### src/rtl/smb_pkg.sv
package smb_pkg;
  typedef enum logic [2:0] {
    ST_IDLE,
    ST_ADDR,
    ST_AACK,
    ST_WRX,
    ST_WACK,
    ST_TX,
    ST_RACK,
    ST_IGNORE
  } smb_state_e;
endpackage

### src/rtl/smb_sync.sv
module smb_sync #(
  parameter int   STAGES  = 2,
  parameter logic RST_VAL = 1'b1
) (
  input  logic clk,
  input  logic rst,
  input  logic d,
  output logic q
);
  logic [STAGES-1:0] chain;

  generate
    if (STAGES == 1) begin : g_one
      always_ff @(posedge clk) begin
        if (rst) chain <= RST_VAL;
        else     chain <= d;
      end
    end else begin : g_many
      always_ff @(posedge clk) begin
        if (rst) chain <= {STAGES{RST_VAL}};
        else     chain <= {chain[STAGES-2:0], d};
      end
    end
  endgenerate

  assign q = chain[STAGES-1];
endmodule

### src/rtl/smb_busev.sv
module smb_busev (
  input  logic clk,
  input  logic rst,
  input  logic scl_s,
  input  logic sda_s,
  output logic start_det,
  output logic stop_det,
  output logic scl_rise,
  output logic scl_fall,
  output logic sda_smp
);
  logic scl_d, sda_d;

  always_ff @(posedge clk) begin
    if (rst) begin
      scl_d     <= 1'b1;
      sda_d     <= 1'b1;
      start_det <= 1'b0;
      stop_det  <= 1'b0;
      scl_rise  <= 1'b0;
      scl_fall  <= 1'b0;
      sda_smp   <= 1'b1;
    end else begin
      scl_d     <= scl_s;
      sda_d     <= sda_s;
      start_det <= scl_d & scl_s & sda_d & ~sda_s;
      stop_det  <= scl_d & scl_s & ~sda_d & sda_s;
      scl_rise  <= ~scl_d & scl_s;
      scl_fall  <= scl_d & ~scl_s;
      sda_smp   <= sda_s;
    end
  end
endmodule

### src/rtl/smb_regbank.sv
module smb_regbank #(
  parameter int DEPTH = 8,
  parameter int AW    = 3,
  parameter int DW    = 8
) (
  input  logic          clk,
  input  logic          we,
  input  logic [AW-1:0] waddr,
  input  logic [DW-1:0] wdata,
  input  logic [AW-1:0] raddr,
  output logic [DW-1:0] rdata
);
  logic [DW-1:0] mem [DEPTH];

  always_ff @(posedge clk) begin
    if (we) mem[waddr] <= wdata;
    rdata <= mem[raddr];
  end
endmodule

### src/rtl/smb_target.sv
module smb_target #(
  parameter logic [6:0] DEV_ADDR    = 7'h3A,
  parameter int         NUM_REGS    = 8,
  parameter logic [7:0] BLK_CMD     = 8'h20,
  parameter int         BLK_LEN     = 4,
  parameter int         SYNC_STAGES = 2
) (
  input  logic clk,
  input  logic rst,
  input  logic scl_in,
  input  logic sda_in,
  output logic sda_pull
);
  import smb_pkg::*;

  localparam int         AW       = (NUM_REGS > 1) ? $clog2(NUM_REGS) : 1;
  localparam logic [7:0] LAST_REG = 8'(NUM_REGS - 1);
  localparam logic [7:0] LEN_BYTE = 8'(BLK_LEN);

  logic scl_s, sda_s;
  logic start_det, stop_det, scl_rise, scl_fall, sda_smp;

  smb_sync #(.STAGES(SYNC_STAGES), .RST_VAL(1'b1)) u_scl_sync (
    .clk(clk), .rst(rst), .d(scl_in), .q(scl_s));
  smb_sync #(.STAGES(SYNC_STAGES), .RST_VAL(1'b1)) u_sda_sync (
    .clk(clk), .rst(rst), .d(sda_in), .q(sda_s));

  smb_busev u_busev (
    .clk(clk), .rst(rst), .scl_s(scl_s), .sda_s(sda_s),
    .start_det(start_det), .stop_det(stop_det),
    .scl_rise(scl_rise), .scl_fall(scl_fall), .sda_smp(sda_smp));

  smb_state_e      state;
  logic [3:0]      bit_cnt;
  logic [7:0]      shreg;
  logic [7:0]      txb;
  logic [7:0]      cmd;
  logic [7:0]      cursor;
  logic            rw;
  logic            first_wr;
  logic            cnt_pend;
  logic            host_ack;
  logic            we_q;
  logic [AW-1:0]   waddr_q;
  logic [7:0]      wdata_q;
  logic [7:0]      rd_data;
  logic            in_range;
  logic [7:0]      tx_next;
  logic [7:0]      cur_step;
  logic [7:0]      load_cur;

  smb_regbank #(.DEPTH(NUM_REGS), .AW(AW), .DW(8)) u_bank (
    .clk(clk), .we(we_q), .waddr(waddr_q), .wdata(wdata_q),
    .raddr(cursor[AW-1:0]), .rdata(rd_data));

  always_comb begin
    in_range = (cursor <= LAST_REG);
    if (cursor < LAST_REG)       cur_step = cursor + 8'd1;
    else if (cursor == LAST_REG) cur_step = 8'd0;
    else                         cur_step = cursor;
    load_cur = cnt_pend ? 8'd0 : cur_step;
    if (cnt_pend)      tx_next = LEN_BYTE;
    else if (in_range) tx_next = rd_data;
    else               tx_next = 8'hFF;
  end

  always_ff @(posedge clk) begin
    if (rst) begin
      state    <= ST_IDLE;
      bit_cnt  <= '0;
      shreg    <= '0;
      txb      <= '0;
      cmd      <= '0;
      cursor   <= '0;
      rw       <= 1'b0;
      first_wr <= 1'b0;
      cnt_pend <= 1'b0;
      host_ack <= 1'b0;
      sda_pull <= 1'b0;
      we_q     <= 1'b0;
      waddr_q  <= '0;
      wdata_q  <= '0;
    end else begin
      we_q <= 1'b0;
      if (start_det) begin
        state    <= ST_ADDR;
        bit_cnt  <= '0;
        sda_pull <= 1'b0;
        cursor   <= cmd;
        cnt_pend <= (cmd == BLK_CMD);
      end else if (stop_det) begin
        state    <= ST_IDLE;
        sda_pull <= 1'b0;
      end else begin
        case (state)
          ST_ADDR, ST_WRX: begin
            if (scl_rise) begin
              shreg   <= {shreg[6:0], sda_smp};
              bit_cnt <= bit_cnt + 4'd1;
            end else if (scl_fall && bit_cnt == 4'd8) begin
              if (state == ST_ADDR) begin
                if (shreg[7:1] == DEV_ADDR) begin
                  sda_pull <= 1'b1;
                  rw       <= shreg[0];
                  first_wr <= 1'b1;
                  state    <= ST_AACK;
                end else begin
                  state <= ST_IGNORE;
                end
              end else begin
                sda_pull <= 1'b1;
                state    <= ST_WACK;
                if (first_wr) begin
                  cmd      <= shreg;
                  cursor   <= shreg;
                  cnt_pend <= (shreg == BLK_CMD);
                  first_wr <= 1'b0;
                end else begin
                  if (in_range) begin
                    we_q    <= 1'b1;
                    waddr_q <= cursor[AW-1:0];
                    wdata_q <= shreg;
                  end
                  cursor <= cur_step;
                end
              end
            end
          end
          ST_AACK: begin
            if (scl_fall) begin
              bit_cnt <= '0;
              if (rw) begin
                txb      <= tx_next;
                sda_pull <= ~tx_next[7];
                cursor   <= load_cur;
                cnt_pend <= 1'b0;
                state    <= ST_TX;
              end else begin
                sda_pull <= 1'b0;
                state    <= ST_WRX;
              end
            end
          end
          ST_WACK: begin
            if (scl_fall) begin
              sda_pull <= 1'b0;
              bit_cnt  <= '0;
              state    <= ST_WRX;
            end
          end
          ST_TX: begin
            if (scl_rise) begin
              bit_cnt <= bit_cnt + 4'd1;
            end else if (scl_fall) begin
              if (bit_cnt == 4'd8) begin
                sda_pull <= 1'b0;
                state    <= ST_RACK;
              end else begin
                txb      <= {txb[6:0], 1'b0};
                sda_pull <= ~txb[6];
              end
            end
          end
          ST_RACK: begin
            if (scl_rise) begin
              host_ack <= ~sda_smp;
            end else if (scl_fall) begin
              if (host_ack) begin
                bit_cnt  <= '0;
                txb      <= tx_next;
                sda_pull <= ~tx_next[7];
                cursor   <= load_cur;
                cnt_pend <= 1'b0;
                state    <= ST_TX;
              end else begin
                sda_pull <= 1'b0;
                state    <= ST_IGNORE;
              end
            end
          end
          default: begin
            sda_pull <= 1'b0;
          end
        endcase
      end
    end
  end
endmodule

### config.mk
export PLATFORM = sky130hd
export DESIGN_NAME = smb_target
export DESIGN_NICKNAME = d
export VERILOG_FILES = /design/src/rtl/smb_pkg.sv /design/src/rtl/smb_sync.sv /design/src/rtl/smb_busev.sv /design/src/rtl/smb_regbank.sv /design/src/rtl/smb_target.sv
export SDC_FILE = /design/constraint.sdc
export NUM_CORES = 1
export LEC_CHECK = 0
export BUFFER_PORTS_ARGS = -buffer_cell sky130_fd_sc_hd__buf_2
export CORE_MARGIN = 1
export CORE_UTILIZATION = 41
export CTS_CLUSTER_DIAMETER = 80
export DETAILED_ROUTE_END_ITERATION = 8
export PLACE_DENSITY = 0.64
export SLEW_MARGIN = 0
export SYNTH_ARGS = -nofsm -noshare
export SYNTH_HDL_FRONTEND = slang
export SYNTH_SLANG_ARGS = --single-unit
### constraint.sdc
create_clock -name clk -period 2.25 [get_ports clk]
set_input_delay 0.45 -clock clk [delete_from_list [all_inputs] [get_ports clk]]
set_output_delay 0.45 -clock clk [all_outputs]
set_load 0.02 [all_outputs]
==> flow_metrics.py, run 1 <==
metrics = {
    "cells_and_area": {
        "postLayoutCoreUtil_pct": 49.63,
        "layout.nets": 504,
        "area_delta_synth_final_pct": 16.74,
        "antenna_cells": 0,
        "drive_above_1_share_pct": 20.98,
    },
    "drt": {
        "wl_per_cell_um": 17.40,
        "firstDrtPassIters": 5,
        "drc": 0,
        "avgViaCountPerCell": 5.621,
        "routed_wl_um": 11940,
        "antenna_left": 0,
        "vias": 3856,
        "drt_iter0_markers": 356,
    },
    "logic_synthesis": {
        "synth_area_per_cell_um2": 12.02,
        "synthArstFlopShare_pct": 0,
        "synth_edf_count": 64,
        "synth_top_area_share_pct": 33.74,
        "ys_ff_latch": 137,
        "yosysWarnings": 0,
        "yosysTopAreaCell": "edfxtp_1",
        "muxShareOfSynthArea_pct": 12.19,
        "synthCells": 474,
        "ys_top_cells_by_count": "dfxtp_1, edfxtp_1, nor2_1, nand2_1, clkbuf_1",
        "synth_fa_ha_area_share_pct": 0.8346,
        "seq_area_frac_synth_pct": 59.39,
        "synth-xor-area-share_pct": 0,
        "synthFlopType": "dfxtp_1",
        "synth-compound-area-share_pct": 10.30,
        "yosysMostFrequentCell": "dfxtp_1",
        "syn_nets": 481,
        "synth_top_family_by_area": "simple AND/OR/NAND/NOR gates",
        "netlist_area_um2": 5697,
        "netlist_top_cells_area": "edfxtp_1, dfxtp_1, mux4_2",
        "synth-simple-area-share_pct": 14.43,
        "synthDistinctLibCells": 54,
    },
    "worst_hold_path": {
        "hold_path_depth": 2,
        "hold_path_class": "in -> reg",
    },
    "floorplan": {
        "rows": 42,
        "die_h_um": 119.9,
        "core_um2": 13400,
        "start_util_pct": 42.51,
        "io_pins": 5,
        "die_area_um2": 14370,
        "dieWidth_um": 119.9,
    },
    "sta": {
        "slew_viol_final": 0,
        "slew-limit-headroom_pct": 65.73,
        "fin_setup_tns_ns": 0,
        "max_freq_mhz": 464.7,
        "tightest_slew_ns": 0.5075,
        "timing.hold.ws_ns": 0.2134,
        "finalCriticalPeriod_ns": 2.152,
        "rsz0062_at_grt": "no",
        "hold_violations": 0,
        "finalSetupViolCount": 0,
        "clock_skew_ns": 0.006270,
        "fin_crit_sh_pct": 95.64,
    },
    "pwr": {
        "leakage_nw": 2.339,
        "vdd_drop_max_mv": 0.5381,
        "p_total_mw": 5.519,
        "p_per_area_nw_per_um2": 829.9,
    },
    "critical_path": {
        "crit_type": "reg -> reg",
        "arrival_ns": 2.46,
        "required_ns": 2.56,
        "end_kind": "register",
        "crit_fanout": 12,
        "rr_worst_depth": 5,
        "start_kind": "register",
    },
    "global_routing": {
        "grt_pass1_vias": 3777,
        "grt_max_degree": 28,
        "antenna_found_initial": 0,
        "grt_first_pass_wirelength_um": 19530,
        "track_usage_pct": 18.18,
        "grt-ovfl-total": 0,
    },
    "clock_tree": {
        "cts_tree": "done",
        "cts-resized-gates": 0,
        "clock-root-buffer": "clkbuf_16",
        "h-tree-depth": 4,
        "cts_buffer_depth": 2,
        "path_clk_slew_ns": 0.06,
        "cts_buffers": 17,
        "postCtsSetupBuffers": 0,
        "cts_hold_buf": 0,
        "clock_sinks": 137,
        "clk_latency_ns": 0.42,
    },
    "outcome": {
        "status": "completed",
    },
    "placement": {
        "gp_congestion": 0.8514,
        "port_buffers": 4,
        "hpwlAfterDp_um": 7911,
    },
    "job": {
        "maxCapViolCount": 0,
    },
}
==> critical path, stage by stage, from the launching register on <==
cell	delay, ns
dfxtp_1	0.33
or4_4	0.56
or2_4	0.25
or4b_4	0.65
mux2i_1	0.20
nor2_1	0.06
==> cells in the final DEF (no fill, tap or decap), types with 3 or more instances in the layout <==
cell type,count
dfxtp_1,73
edfxtp_1,64
nor2_1,51
nand2_1,32
buf_4,28
a21oi_1,21
mux2i_1,21
clkbuf_16,17
mux4_2,16
nand3_1,16
mux2_2,11
nor3_1,11
inv_1,10
o21ai_0,9
or2_2,9
nor2b_1,8
nand2b_1,7
a221oi_1,7
o21a_1,6
a211oi_1,6
o32ai_1,5
o31ai_1,4
a31oi_1,4
nand3b_1,4
a211o_1,4
nand4_1,4
o2111ai_1,4
inv_6,4
buf_2,4
nor3b_1,3
ha_1,3
clkinv_2,3
bufinv_16,3
==> power by group <==
group          switching [mW]  leakage, nW  internal (mW)
Combinational          0.0583        0.863         0.0419
Clock                    1.06        0.291           1.75
Sequential             0.0117         1.19           2.60
==> final timing paths <==
check | start | endpoint | slack (ns)
worst max-delay path | cursor[3]$_SDFFE_PP0P_ | wdata_q[0]$_SDFFE_PP0P_ | 0.1
worst min-delay path | scl_in | u_scl_sync.chain[0]$_SDFF_PP1_ | 0.21
worst max register to register | cursor[3]$_SDFFE_PP0P_ | wdata_q[0]$_SDFFE_PP0P_ | 0.1
worst min register to register | u_sda_sync.chain[0]$_SDFF_PP1_ | u_sda_sync.chain[1]$_SDFF_PP1_ | 0.41
==> state kept, by name, summed over array words and instances (netlist names), 2 cells and up <==
register,flops
u_bank.mem,64
cmd,8
cursor,8
shreg,8
u_bank.rdata,8
wdata_q,8
txb,7
bit_cnt,4
state,3
waddr_q,3
u_scl_sync.chain,2
u_sda_sync.chain,2
==> through the flow <==
stage	area [um^2]	instances	setup WS, ns
floorplan	5697	474	0.08849
detailed placement	6048	654	0.1121
global route	6650	686	0.03120
CTS	6650	686	0.1009
finish	6650	686	0.09813
global placement	6048	654	0.1530
==> logic make-up after synthesis <==
family | Yosys count
mux | 48
simple gates | 163
compound gates | 83
flops | 137
buf+inv | 39
fa+ha+maj | 4
==> layout make-up <==
class                   count  area, um^2
well taps                 176       220.2
fillers                  1145        6750
inverters                  10       37.54
repair buffers             33       250.2
flip-flops and latches    137        3383
clock buffers              18       429.2
clock inverters            14       172.7
multi-input cells         298        2157
==> per-layer routing <==
metal / up-vias / global-route usage, % / share of wire [%]
li1: 1829 / - / -
met1: 1919 / 23.50 / 45
met2: 90 / 28.72 / 49
met3: 18 / 4.610 / 4.3
met4: 0 / 8.281 / 1.8
met5: - / 0 / 0
Power figures use the tool's default switching activity.
==> inputs of run 2 (changes only) <==
==> constraint.sdc (replaced) <==
create_clock -name clk -period 1.94 [get_ports clk]
set_input_delay 0.388 -clock clk [delete_from_list [all_inputs] [get_ports clk]]
set_output_delay 0.388 -clock clk [all_outputs]
set_load 0.02 [all_outputs]
==> run 2 against run 1 <==
Against the previous run: the run now ends with setup timing left; final cell count rose by 5.0%; fmax is 5.3% higher; worst hold slack worse by 0.065 ns; register-to-register slack got worse by 0.20 ns; clock skew is 0.0043 ns higher; cell area up 5.8%; critical path type unchanged; critical path depth did not move; largest power group unchanged; total power rose by 14%.
==> flow_metrics.py, run 2 (synthesis gave the netlist of run 1 again) <==
metrics = {
    "outcome": {
        "status": "complete, but fails checks",
        "violations": "setup timing",
    },
    "sta": {
        "finalSetupViolCount": 14,
        "setup_slack_ns": -0.1043,
        "fin_crit_sh_pct": 105.4,
        "rsz0062_at_grt": "yes",
        "max_freq_mhz": 489.2,
        "finalCriticalPeriod_ns": 2.044,
        "hold_violations": 0,
        "fin_setup_tns_ns": -1.009,
        "timing.hold.ws_ns": 0.1484,
        "clock_skew_ns": 0.01055,
        "tightest_slew_ns": 0.4742,
        "slew_viol_final": 0,
        "slew-limit-headroom_pct": 67.97,
    },
    "drt": {
        "routed_wl_um": 13060,
        "avgViaCountPerCell": 5.567,
        "firstDrtPassIters": 5,
        "antenna_left": 0,
        "vias": 4008,
        "drt_iter0_markers": 404,
        "drc": 0,
        "wl_per_cell_um": 18.13,
    },
    "critical_path": {
        "r2r_start": "cursor[6]$_SDFFE_PP0P_",
        "required_ns": 2.25,
        "arrival_ns": 2.35,
        "crit_type": "reg -> reg",
        "start_kind": "register",
        "crit_fanout": 6,
        "worstSetupStartpoint": "cursor[6]$_SDFFE_PP0P_",
        "end_kind": "register",
    },
    "floorplan": {
        "start_util_pct": 42.51,
        "core_um2": 13400,
        "rows": 42,
        "die_h_um": 119.9,
        "die_area_um2": 14370,
        "dieWidth_um": 119.9,
        "io_pins": 5,
    },
    "clock_tree": {
        "clock-root-buffer": "clkbuf_16",
        "clock_sinks": 137,
        "clk_latency_ns": 0.43,
        "cts_buffer_depth": 2,
        "cts_tree": "done",
        "h-tree-depth": 4,
        "cts_buffers": 17,
        "path_clk_slew_ns": 0.06,
    },
    "placement": {
        "hpwlAfterDp_um": 8504,
        "gp_congestion": 0.8702,
        "place_area_um2": 6266,
        "port_buffers": 4,
    },
    "cells_and_area": {
        "final_common_cell": "dfxtp_1",
        "layout_common_cells": "dfxtp_1, edfxtp_1, buf_4, nor2_1, nand2_1",
        "antenna_cells": 0,
        "area_delta_synth_final_pct": 23.50,
        "postLayoutCoreUtil_pct": 52.50,
        "drive_above_1_share_pct": 29.96,
        "num-fill-cells": 1093,
        "largest-register": "u_bank.mem",
        "layout.nets": 538,
        "design_area_um2": 7036,
        "largest_reg_flops": 64,
    },
    "pwr": {
        "p_per_area_nw_per_um2": 895.0,
        "vdd_drop_max_mv": 0.6453,
        "leakage_nw": 2.549,
    },
    "global_routing": {
        "grt_max_degree": 39,
        "track_usage_pct": 19.21,
        "grt-ovfl-total": 0,
        "antenna_found_initial": 0,
        "grt_first_pass_wirelength_um": 20530,
        "grt_pass1_vias": 3956,
    },
    "worst_hold_path": {
        "min_from": "sda_in",
        "hold_path_class": "in -> reg",
    },
    "job": {
        "maxCapViolCount": 0,
    },
}
## run 2: cell count changes in the layout (fill, tap and decap cells not counted), moves of 2 or more
| cell | previous run | this run |
|---|---|---|
| o21ai_1 | 0 | 2 |
| inv_2 | 0 | 2 |
| dfxtp_2 | 0 | 3 |
| a221oi_1 | 7 | 5 |
| o21ai_0 | 9 | 7 |
| a211oi_1 | 6 | 2 |
| inv_1 | 10 | 8 |
| a211o_4 | 0 | 3 |
| a221oi_2 | 0 | 2 |
| a211o_1 | 4 | 2 |
| a211oi_2 | 1 | 4 |
| dfxtp_1 | 73 | 70 |
| buf_4 | 28 | 58 |
## run 2: per-stage QoR
step | std cells | power, mW | worst slack (ns)
6_report | 720 | 6.297 | -0.1043
4_1_cts | 716 | 6.335 | -0.1366
2_1_floorplan | 474 | 3.167 | -0.2084
3_5_place_dp | 683 | 3.211 | -0.1623
5_1_grt | 720 | 6.496 | -0.1573
3_3_place_gp | 683 | 3.210 | -0.1296
## run 2: metal layers
layer | vias up | GRT usage (%) | wire length, um
met5 | - | 0 | 0
met4 | 0 | 8.047 | 206
met1 | 1953 | 25.20 | 5923
met2 | 122 | 30.17 | 6223
li1 | 1914 | - | -
met3 | 19 | 4.943 | 703
## run 2: path summary, 6_finish.rpt
kind                                         end  slack (ns)  depth (start not counted)
hold reg to reg   u_sda_sync.chain[1]$_SDFF_PP1_        0.41                          1
hold / removal    u_sda_sync.chain[0]$_SDFF_PP1_        0.15                          2
setup reg to reg         wdata_q[1]$_SDFFE_PP0P_       -0.10                          5
setup / recovery         wdata_q[1]$_SDFFE_PP0P_       -0.10                          5
## run 2: layout make-up
type                       count  area (um^2)  share of cell area [%]
clock buffer                  19        432.9                   6.153
clock inverter                13        143.9                   2.045
inverter                      10        37.54                  0.5335
multi-input combinational    300         2307                   32.79
sequential                   137         3387                   48.14
tap                          176        220.2                   3.130
timing repair buffer          65        506.7                   7.203
## run 2: timing repair
item	in CTS	in global routing
hold buffers	0	0
buffers inserted	0	3
setup endpoints to repair	27	31
resized for setup	6	29
cloned	1	1
pin swaps	4	18
## run 2: where the power goes
group,switching [mW],internal [mW],total (mW)
clock,1.23,1.90,3.14
sequential,0.0105,3.01,3.02
combinational,0.0786,0.0554,0.134
## run 2: worst max-delay path, cell delays in order (launching register included)
cell     delay (ns)
dfxtp_1        0.31
or4_4          0.53
or2_4          0.26
or4b_4         0.57
mux2i_1        0.19
nor2_1         0.06
